[src/rtl/seg_pkg.sv]
package seg_pkg;

    localparam int unsigned ADDR_W  = 64;
    localparam int unsigned LEG_W   = 32;
    localparam int unsigned LIM_W   = 32;
    localparam int unsigned SEL_W   = 16;
    localparam int unsigned NUM_SEG = 6;
    localparam int unsigned IDX_W   = 3;
    localparam int unsigned PL_W    = 2;

    typedef enum logic [IDX_W-1:0] {
        SEG_CS = 3'd0,
        SEG_SS = 3'd1,
        SEG_DS = 3'd2,
        SEG_ES = 3'd3,
        SEG_FS = 3'd4,
        SEG_GS = 3'd5
    } seg_idx_e;

    typedef enum logic [1:0] {
        CAUSE_NONE  = 2'd0,
        CAUSE_LIMIT = 2'd1,
        CAUSE_TYPE  = 2'd2,
        CAUSE_PRIV  = 2'd3
    } cause_e;

    typedef enum logic [1:0] {
        ACC_READ  = 2'd0,
        ACC_WRITE = 2'd1,
        ACC_FETCH = 2'd2,
        ACC_RSVD  = 2'd3
    } acc_e;

    typedef struct packed {
        logic [SEL_W-1:0]  sel;
        logic [ADDR_W-1:0] base;
        logic [LIM_W-1:0]  limit;
        logic              is_code;
        logic              rw;
        logic [PL_W-1:0]   dpl;
    } seg_ent_t;

    typedef struct packed {
        logic              valid;
        logic              fault;
        cause_e            cause;
        logic [ADDR_W-1:0] lin;
    } xl_res_t;

    function automatic logic [LEG_W:0] last_byte(input logic [LEG_W-1:0] off,
                                                 input logic [1:0] size);
        logic [LEG_W:0] span;
        span = ({{LEG_W{1'b0}}, 1'b1} << size) - 1'b1;
        return {1'b0, off} + span;
    endfunction

    function automatic logic access_type_ok(input seg_ent_t ent, input acc_e kind);
        case (kind)
            ACC_READ:  return !ent.is_code || ent.rw;
            ACC_WRITE: return !ent.is_code && ent.rw;
            ACC_FETCH: return ent.is_code;
            default:   return 1'b0;
        endcase
    endfunction

    function automatic logic priv_ok(input logic [PL_W-1:0] cpl,
                                     input logic [PL_W-1:0] rpl,
                                     input logic [PL_W-1:0] dpl);
        logic [PL_W-1:0] eff;
        eff = (cpl > rpl) ? cpl : rpl;
        return eff <= dpl;
    endfunction

endpackage

[src/rtl/seg_regfile.sv]
module seg_regfile
    import seg_pkg::*;
#(
    parameter int unsigned NSEG = NUM_SEG
) (
    input  logic             clk,
    input  logic             rst,
    input  logic             ld_en,
    input  logic [IDX_W-1:0] ld_idx,
    input  seg_ent_t         ld_ent,
    input  logic [IDX_W-1:0] rd_idx,
    output seg_ent_t         rd_ent,
    output logic             rd_hit
);

    seg_ent_t slot [NSEG];

    for (genvar g = 0; g < NSEG; g++) begin : g_slot
        localparam logic [IDX_W-1:0] MY_IDX = IDX_W'(g);
        always_ff @(posedge clk) begin
            if (rst) begin
                slot[g] <= '0;
            end else if (ld_en && ld_idx == MY_IDX) begin
                slot[g] <= ld_ent;
            end
        end
    end

    always_comb begin
        rd_ent = '0;
        rd_hit = 1'b0;
        for (int i = 0; i < NSEG; i++) begin
            if (rd_idx == IDX_W'(i)) begin
                rd_ent = slot[i];
                rd_hit = 1'b1;
            end
        end
    end

endmodule

[src/rtl/seg_check.sv]
module seg_check
    import seg_pkg::*;
(
    input  logic              mode64,
    input  logic [IDX_W-1:0]  idx,
    input  logic              hit,
    input  seg_ent_t          ent,
    input  logic [ADDR_W-1:0] ea,
    input  logic [1:0]        size,
    input  acc_e              kind,
    input  logic [PL_W-1:0]   cpl,
    output cause_e            cause,
    output logic [ADDR_W-1:0] lin
);

    logic [LEG_W:0]    last;
    logic              lim_bad;
    logic              typ_bad;
    logic              prv_bad;
    logic              adds_base64;
    logic [LEG_W-1:0]  lin32;

    always_comb begin
        last    = last_byte(ea[LEG_W-1:0], size);
        lim_bad = hit && !mode64 && (last > {1'b0, ent.limit});
        typ_bad = !hit || !access_type_ok(ent, kind);
        prv_bad = !priv_ok(cpl, ent.sel[PL_W-1:0], ent.dpl);
    end

    // Fixed priority: limit over type over privilege.
    always_comb begin
        if (lim_bad)      cause = CAUSE_LIMIT;
        else if (typ_bad) cause = CAUSE_TYPE;
        else if (prv_bad) cause = CAUSE_PRIV;
        else              cause = CAUSE_NONE;
    end

    always_comb begin
        adds_base64 = (idx == SEG_FS) || (idx == SEG_GS);
        lin32       = ent.base[LEG_W-1:0] + ea[LEG_W-1:0];
        if (!mode64)          lin = {{(ADDR_W-LEG_W){1'b0}}, lin32};
        else if (adds_base64) lin = ent.base + ea;
        else                  lin = ea;
    end

    // an unknown slot index can only end in a type fault.
    always_comb begin
        if (!hit) begin
            a_r9_bad_index_type: assert (cause == CAUSE_TYPE);
        end
    end

endmodule

[src/rtl/seg_xlate.sv]
module seg_xlate
    import seg_pkg::*;
#(
    parameter int unsigned NSEG = NUM_SEG
) (
    input  logic              clk,
    input  logic              rst,
    input  logic              mode64,
    input  logic              ld_en,
    input  logic [IDX_W-1:0]  ld_idx,
    input  logic [SEL_W-1:0]  ld_sel,
    input  logic [ADDR_W-1:0] ld_base,
    input  logic [LIM_W-1:0]  ld_limit,
    input  logic              ld_code,
    input  logic              ld_rw,
    input  logic [PL_W-1:0]   ld_dpl,
    input  logic              req_valid,
    input  logic [IDX_W-1:0]  req_idx,
    input  logic [ADDR_W-1:0] req_ea,
    input  logic [1:0]        req_size,
    input  logic [1:0]        req_kind,
    input  logic [PL_W-1:0]   req_cpl,
    output logic              out_valid,
    output logic              out_fault,
    output logic [1:0]        out_cause,
    output logic [ADDR_W-1:0] out_lin
);

    seg_ent_t          ld_ent;
    seg_ent_t          rd_ent;
    logic              rd_hit;
    cause_e            chk_cause;
    logic [ADDR_W-1:0] chk_lin;
    xl_res_t           res_q;

    always_comb begin
        ld_ent.sel     = ld_sel;
        ld_ent.base    = ld_base;
        ld_ent.limit   = ld_limit;
        ld_ent.is_code = ld_code;
        ld_ent.rw      = ld_rw;
        ld_ent.dpl     = ld_dpl;
    end

    seg_regfile #(.NSEG(NSEG)) u_regs (
        .clk    (clk),
        .rst    (rst),
        .ld_en  (ld_en),
        .ld_idx (ld_idx),
        .ld_ent (ld_ent),
        .rd_idx (req_idx),
        .rd_ent (rd_ent),
        .rd_hit (rd_hit)
    );

    seg_check u_chk (
        .mode64 (mode64),
        .idx    (req_idx),
        .hit    (rd_hit),
        .ent    (rd_ent),
        .ea     (req_ea),
        .size   (req_size),
        .kind   (acc_e'(req_kind)),
        .cpl    (req_cpl),
        .cause  (chk_cause),
        .lin    (chk_lin)
    );

    always_ff @(posedge clk) begin
        if (rst) begin
            res_q <= '0;
        end else begin
            res_q.valid <= req_valid && (chk_cause == CAUSE_NONE);
            res_q.fault <= req_valid && (chk_cause != CAUSE_NONE);
            res_q.cause <= req_valid ? chk_cause : CAUSE_NONE;
            res_q.lin   <= chk_lin;
        end
    end

    assign out_valid = res_q.valid;
    assign out_fault = res_q.fault;
    assign out_cause = res_q.cause;
    assign out_lin   = res_q.lin;

    a_r7_valid_fault_excl: assert property (@(posedge clk) disable iff (rst)
        !(out_valid && out_fault));

    a_r7_fault_has_cause: assert property (@(posedge clk) disable iff (rst)
        out_fault |-> out_cause != CAUSE_NONE);

    a_r7_pass_no_cause: assert property (@(posedge clk) disable iff (rst)
        out_valid |-> out_cause == CAUSE_NONE);

    a_r10_idle_quiet: assert property (@(posedge clk) disable iff (rst)
        !req_valid |=> !out_valid && !out_fault);

    a_r7_request_answered: assert property (@(posedge clk) disable iff (rst)
        req_valid |=> out_valid || out_fault);

    a_r2_upper_zero: assert property (@(posedge clk) disable iff (rst)
        req_valid && !mode64 |=> out_lin[ADDR_W-1:LEG_W] == '0);

    a_r4_no_limit_64: assert property (@(posedge clk) disable iff (rst)
        req_valid && mode64 |=> out_cause != CAUSE_LIMIT);

    a_r3_flat_low_slots: assert property (@(posedge clk) disable iff (rst)
        req_valid && mode64 && req_idx < SEG_FS |=> out_lin == $past(req_ea));

endmodule

[config.mk]
export PLATFORM = sky130hd
export DESIGN_NAME = seg_xlate
export DESIGN_NICKNAME = d
export VERILOG_FILES = /design/src/rtl/seg_pkg.sv /design/src/rtl/seg_regfile.sv /design/src/rtl/seg_check.sv /design/src/rtl/seg_xlate.sv
export SDC_FILE = /design/constraint.sdc
export NUM_CORES = 1
export LEC_CHECK = 0
export BUFFER_PORTS_ARGS = -buffer_cell sky130_fd_sc_hd__buf_2
export CAP_MARGIN = 5
export CORE_MARGIN = 2
export CORE_UTILIZATION = 35
export DETAILED_ROUTE_END_ITERATION = 10
export GPL_ROUTABILITY_DRIVEN = 0
export PLACE_DENSITY = 0.62
export SYNTH_ARGS = -nofsm -noshare
export SYNTH_HDL_FRONTEND = slang
export SYNTH_SLANG_ARGS = --single-unit
[constraint.sdc]
create_clock -name clk -period 11.1 [get_ports clk]
set_input_delay 1.665 -clock clk [delete_from_list [all_inputs] [get_ports clk]]
set_output_delay 1.665 -clock clk [all_outputs]
set_load 0.005 [all_outputs]
==> results.toml, run 1 <==
[floorplan]
core_sq_um = 100000
dieArea_sq_um = 103300
start_util = 0.3525
rows = 116
die_x_microns = 321.4
die_h_microns = 321.4
boundaryPins = 265

[final_layout]
drive_gt1_frac = 0.1501
fin_area_sq_um = 40490
register_area_sq_um = 19620
area_delta_synth_final_pct = 14.86
fin_cells = 4618
multi_input_area_sq_um = 14860
n_fill_cell = 9455
layout.nets = 3577

[clock_network]
clk_pin_slew_ps = 60
cts_setup_buffers = 0
cts_made_buffers = 76
hold_buffers = 0
ctsResizeCount = 0
insertion_delay_ps = 660
clockBufferDepth = 3
htreeDepth = 3
root_buffer = "clkbuf_16"
numClockSinks = 676
cts_tree = "done"

[critical_path]
crit_slowest_cell = "nor2_4"
start_kind = "primary input"
crit_chain = "buf_4 -> inv_1 -> buf_4 -> nor2_4 -> buf_4 -> a21oi_1 -> o221ai_1 -> ha_1 -> a21oi_1 -> o21ai_0 -> a221oi_1 -> o21ai_0 -> a211oi_1 -> nor2_1 -> a41o_1 -> mux2_2 -> o21ai_0 -> nor3b_1"
worstSetupPathDepth = 18
ff2ff_path_depth = 14
path_delay_family = "compound AO/OA/AOI/OAI gates"
worstPathArrival_ps = 7340
required_ps = 11630
critPathKind = "primary input to register"
path_buf_inv = 4
endpoint_kind = "register"
max_stage_delay_ps = 820
crit_fanout = 32

[placement]
place_inst = 4463
placed_area_sq_um = 38010
dp_slack_ps = 3800
portBuffers = 250
dp_hpwl_mm = 70.51

[global_route]
antenna_found_initial = 44
grt_overflow = 0
groute.layer.met2.usage = 0.3408
met3_usage = 0.04452
grt_use_met1 = 0.2698
grt_start_max_net_pins = 77
busiest_layer = "met2"
grt_pass1_wl_mm = 156.8
grt_pass1_vias = 23640
grt_use_total = 0.2061

[pwr]
switching_share = 0.2709
peakVddDrop_uv = 130.3
power_frac_comb = 0.161
intPower_w = 0.004760
p_seq_frac = 0.459
p_total_w = 0.006528
powerDensity_nw_per_um2 = 161.2
power.switching_w = 0.001768
power_leakage_nw = 15.98
clkPwrFrac = 0.380

[min_path]
worstHoldPathType = "register to register"
worst_hold_path.num_cells = 5

[sta]
final.setup.tns_ps = 0
tightest_slew_ps = 1124
fmax_mhz = 146.8
final-max-slew-violation-count = 0
period_minus_slack_ps = 6812
period_share = 0.6137
hold_viol = 0
rsz0062_at_grt = "false"
fin_skew_ps = 36.54
finalSetupViolCount = 0
layout_setup_ws_ps = 4288
maxSlewHeadroom = 0.2505

[routing]
wire_per_inst_microns = 23.41
wl_mm = 108.1
route.detailed.drc = 0
first_pass_iters = 7
drt_first_iter_violations = 2077
vias = 24530
ant_nets = 0
vias_per_cell = 5.311

[yosys]
synth_seq_cells = 676
syn_inst = 3035
synth_fp_nets = 3369
synth_area_per_cell_sq_um = 11.61
async_reset_ff_frac = 0
seq_area_frac_synth = 0.5565
synth-edff-count = 608
synth_area_sq_um = 35250
synth.distinct_cells = 73
synthFlopType = "edfxtp_1"
yosysWarnings = 0

[job]
drv_cap = 0

[outcome]
status = "complete, no violations"
-- layout by cell type, fill, tap and decap left out, drive strengths merged, types with 4 or more instances in the layout --
cell type | Yosys | routed
and2 | 615 | 615
edfxtp | 608 | 608
buf | 27 | 299
nand2 | 235 | 235
a21oi | 192 | 192
nor2 | 160 | 160
mux2i | 150 | 150
ha | 135 | 135
o21ai | 119 | 119
clkbuf | 142 | 97
inv | 72 | 82
dfxtp | 68 | 68
a21o | 61 | 61
o221ai | 50 | 50
xnor2 | 46 | 46
mux4 | 40 | 40
xor2 | 37 | 37
clkinv | 0 | 28
a211oi | 27 | 27
nand4 | 23 | 23
nand3 | 19 | 19
nor3 | 19 | 19
mux2 | 17 | 17
o21bai | 17 | 17
diode | 0 | 16
a222oi | 15 | 15
o21a | 15 | 15
nor2b | 13 | 13
a31oi | 11 | 11
and3 | 11 | 11
nand2b | 8 | 8
nor4 | 8 | 8
o31ai | 7 | 7
o211ai | 6 | 6
a211o | 6 | 6
or3 | 6 | 6
a22o | 4 | 4
a41oi | 4 | 4
-- path summary, 6_finish.rpt --
check / endpoint / slack, ps / startpoint
worst max register to register: out_lin[57]$_SDFF_PP0_ / 6550 / u_regs.slot[2][174]$_SDFFCE_PN0P_
worst min register to register: out_lin[0]$_SDFF_PP0_ / 880 / u_regs.slot[1][152]$_SDFFCE_PN0P_
worst min-delay path: out_lin[0]$_SDFF_PP0_ / 880 / u_regs.slot[1][152]$_SDFFCE_PN0P_
worst max-delay path: out_lin[63]$_SDFF_PP0_ / 4290 / req_idx[1]
-- routing by layer --
metal,up-vias,part of all wire
li1,11430,-
met1,12060,0.42
met2,830,0.48
met3,185,0.075
met4,20,0.025
met5,-,0.0011
-- cell usage after synthesis, types with 50 or more instances --
| master | number | share of area |
|---|---|---|
| inv_1 | 71 | 0.0076 |
| dfxtp_1 | 68 | 0.039 |
| clkbuf_1 | 141 | 0.015 |
| a21o_1 | 61 | 0.013 |
| o221ai_1 | 50 | 0.012 |
| ha_1 | 135 | 0.048 |
| nor2_1 | 160 | 0.017 |
| mux2i_1 | 150 | 0.043 |
| o21ai_0 | 115 | 0.016 |
| and2_1 | 614 | 0.11 |
| nand2_1 | 234 | 0.025 |
| a21oi_1 | 192 | 0.027 |
| edfxtp_1 | 608 | 0.52 |
-- worst min-delay path, cell delays in order, from the launching register on --
cell and delay [ps]:
edfxtp_1 320, nand2_1 50, o221ai_1 70, ha_1 230, nand2_1 50, a21oi_1 100
-- cell families after synthesis --
group,after synthesis,synth area share
muxes,207,0.07358
adders and majority gates,137,0.04905
xor gates and xnor gates,83,0.02062
DFF,676,0.5565
buffers and inverters,241,0.02591
and+or+nand+nor,1124,0.1710
AOI/OAI and AO/OA,567,0.1033
-- state kept, by name, indices dropped and copies added, names as in the netlist --
register,flops
out_valid,1
out_fault,1
out_lin,64
out_cause,2
u_regs.slot,608
-- power by group through the flow --
stage / logic, W / registers, W / clock network, W
finish: 0.00105 / 0.00300 / 0.00248
floorplan: 0.000675 / 0.00307 / 0
detailed placement: 0.00104 / 0.00305 / 0
CTS: 0.00105 / 0.00300 / 0.00251
global placement: 0.00104 / 0.00304 / 0
global route: 0.00115 / 0.00301 / 0.00261
-- stage by stage --
| step | hold slack, ps | util |
|---|---|---|
| global route | 950.1 | 0.4047 |
| finish | 879.8 | 0.4049 |
| CTS | 883.1 | 0.4045 |
| detailed placement | 868.8 | 0.3801 |
| global placement | 882.1 | 0.3801 |
| floorplan | 701.1 | - |
-- cell type report --
type,instances,area share
diodes,16,0.0009889
clock buffers,97,0.05151
clock inverters,42,0.008807
inverters,72,0.006675
multi-input cells,2118,0.3670
flip-flops and latches,676,0.4845
well taps,1298,0.04011
repair buffers,299,0.04036
Power figures use the tool's default switching activity.
==> run 2, diff against run 1 <==
Settings changed: ABC_AREA set to 1, PLACE_DENSITY 0.62 to 0.64.
Clock period 11.1 ns to 6 ns, I/O delays scaled along.
==> run 2 against run 1 <==
Die area is 0.75% lower. Global-route usage grew 1.7 points. Hold slack worse by 320 ps. Register-to-register slack got worse by 4100 ps. Total power rose by 86%. Clock-buffer cell count is 2 higher. Setup slack worse by 3000 ps. Critical path depth grew 18. Critical endpoint is now out_fault$_SDFF_PP0_. Largest cell class unchanged. Routed wire length rose by 8.4%. Sequential power is 86% higher. Clock skew shrank 11 ps. Via count is 17% higher.
==> results.toml, run 2 <==
[final_layout]
utilization = 0.4076
mostFrequentLayoutCells = "nor2_1, nand2_1, edfxtp_1"
drive_gt1_frac = 0.1135
largest_register = "u_regs.slot"
largest_register_ffs = 612
layout.nets = 4336
fin_area_sq_um = 40230
area_delta_synth_final_pct = 15.00
mostFrequentLayoutCell = "nor2_1"

[min_path]
worst_hold_path.num_cells = 3
worstHoldPathType = "primary input to register"

[global_route]
grt_overflow = 0
grt_pass1_vias = 26930
antenna_found_initial = 12
grt_pass1_wl_mm = 171.1
grt_use_total = 0.2227
grt_start_max_net_pins = 115

[clock_network]
insertion_delay_ps = 640
numClockSinks = 680
clk_pin_slew_ps = 60
cts_made_buffers = 74
ctsResizeCount = 0
clockBufferDepth = 3
cts_setup_buffers = 0
hold_buffers = 0
htreeDepth = 3
root_buffer = "clkbuf_16"
cts_tree = "done"

[outcome]
status = "complete, no violations"

[sta]
fin_skew_ps = 25.53
fmax_mhz = 212.5
maxSlewHeadroom = 0.3227
hold_viol = 0
finalSetupViolCount = 0
period_share = 0.7844
rsz0062_at_grt = "false"
final.setup.tns_ps = 0
period_minus_slack_ps = 4707
tightest_slew_ps = 1007
final-max-slew-violation-count = 0

[floorplan]
dieArea_sq_um = 102500
rows = 115
start_util = 0.3544
core_sq_um = 98710
die_h_microns = 320.2
die_x_microns = 320.2
boundaryPins = 265

[routing]
wire_per_inst_microns = 21.89
route.detailed.drc = 0
drt_first_iter_violations = 3123
wl_mm = 117.2
first_pass_iters = 6
vias_per_cell = 5.348
vias = 28630
ant_nets = 0

[yosys]
syn_inst = 3794
synth.distinct_cells = 52
synth_area_per_cell_sq_um = 9.221
synthFlopType = "edfxtp_1"
synth_seq_cells = 680
ys_top_cells_by_count = "nor2_1, nand2_1, edfxtp_1, inv_1, a21oi_1"
seq_area_frac_synth = 0.5642
synth_area_sq_um = 34980
synth_fp_nets = 4128
synth.area.top_cells = "edfxtp_1, nor2_1, nand2_1, ha_1, inv_1"
yosysWarnings = 0
synth.most_common_cell = "nor2_1"
synth_top_area_frac = 0.5253
async_reset_ff_frac = 0
synth-edff-count = 612
yosysTopAreaCell = "edfxtp_1"

[critical_path]
ff2ff_path_depth = 16
crit_slowest_cell = "fa_1"
start_kind = "primary input"
cpMostUsedCell = "nand2_1"
endpoint_kind = "register"
max_stage_delay_ps = 390
crit_fanout = 4
critPathKind = "primary input to register"
required_ps = 6560
worstPathArrival_ps = 5260

[pwr]
power_leakage_nw = 16.79
p_total_w = 0.01217
powerDensity_nw_per_um2 = 302.4
peakVddDrop_uv = 177.7

[placement]
portBuffers = 250
placed_area_sq_um = 37860
dp_hpwl_mm = 76.74

[job]
drv_cap = 0
-- run 2: final timing paths --
kind,start,end,slack [ps]
worst max register to register,u_regs.slot[0][36]$_SDFFCE_PN0P_,out_lin[26]$_SDFF_PP0_,2420
worst max-delay path,req_size[1],out_fault$_SDFF_PP0_,1290
worst min-delay path,req_ea[41],out_lin[41]$_SDFF_PP0_,560
worst min register to register,u_regs.slot[2][118]$_SDFFCE_PN0P_,out_cause[1]$_SDFF_PP0_,770
-- run 2: stage by stage --
step	hold WS (ps)	std cells	setup slack, ps
after floorplan	678.3	3794	1582
after global placement	750.9	5213	696.5
after detailed placement	757.9	5213	744.9
after CTS	534.9	5349	1391
after global routing	585.6	5349	779.1
final	561.6	5353	1293
-- run 2: report_power, final --
| part | total (W) | internal (W) | leakage, nW | switching (W) |
|---|---|---|---|---|
| registers | 0.00557 | 0.00549 | 6.48 | 0.0000829 |
| logic | 0.00212 | 0.000649 | 9.16 | 0.00147 |
| clock network | 0.00447 | 0.00253 | 1.15 | 0.00194 |
| total | 0.0122 | 0.00867 | 16.8 | 0.00350 |
-- run 2: cell type report --
class                   count  area, sq um
fillers                  9627        58470
diodes                      4        10.01
clock inverters            37        292.8
multi-input cells        2546        13200
clock buffers              99         2069
flip-flops and latches    680        19740
well taps                1287         1610
inverters                 401         1508
repair buffers            299         1807
-- run 2: critical path, delay by kind of cell --
family	cells	cell delay, ps
fa+ha+maj	4	1100
simple gates	20	1800
buf+inv	6	410
xor+xnor	1	150
compound gates	5	900
-- run 2: logic make-up after synthesis --
kind of cell	after synthesis	synth area share
buffers and inverters	568	0.06162
and+or+nand+nor	1793	0.2073
adders and majority gates	137	0.04943
xor gates and xnor gates	70	0.01752
AOI/OAI and AO/OA	546	0.09992
DFF	680	0.5642
-- run 2: layer usage --
layer,share of wire,GRT usage
met4,0.034,0.08159
met5,0.00088,0
met3,0.087,0.03782
met1,0.43,0.3116
met2,0.45,0.3468
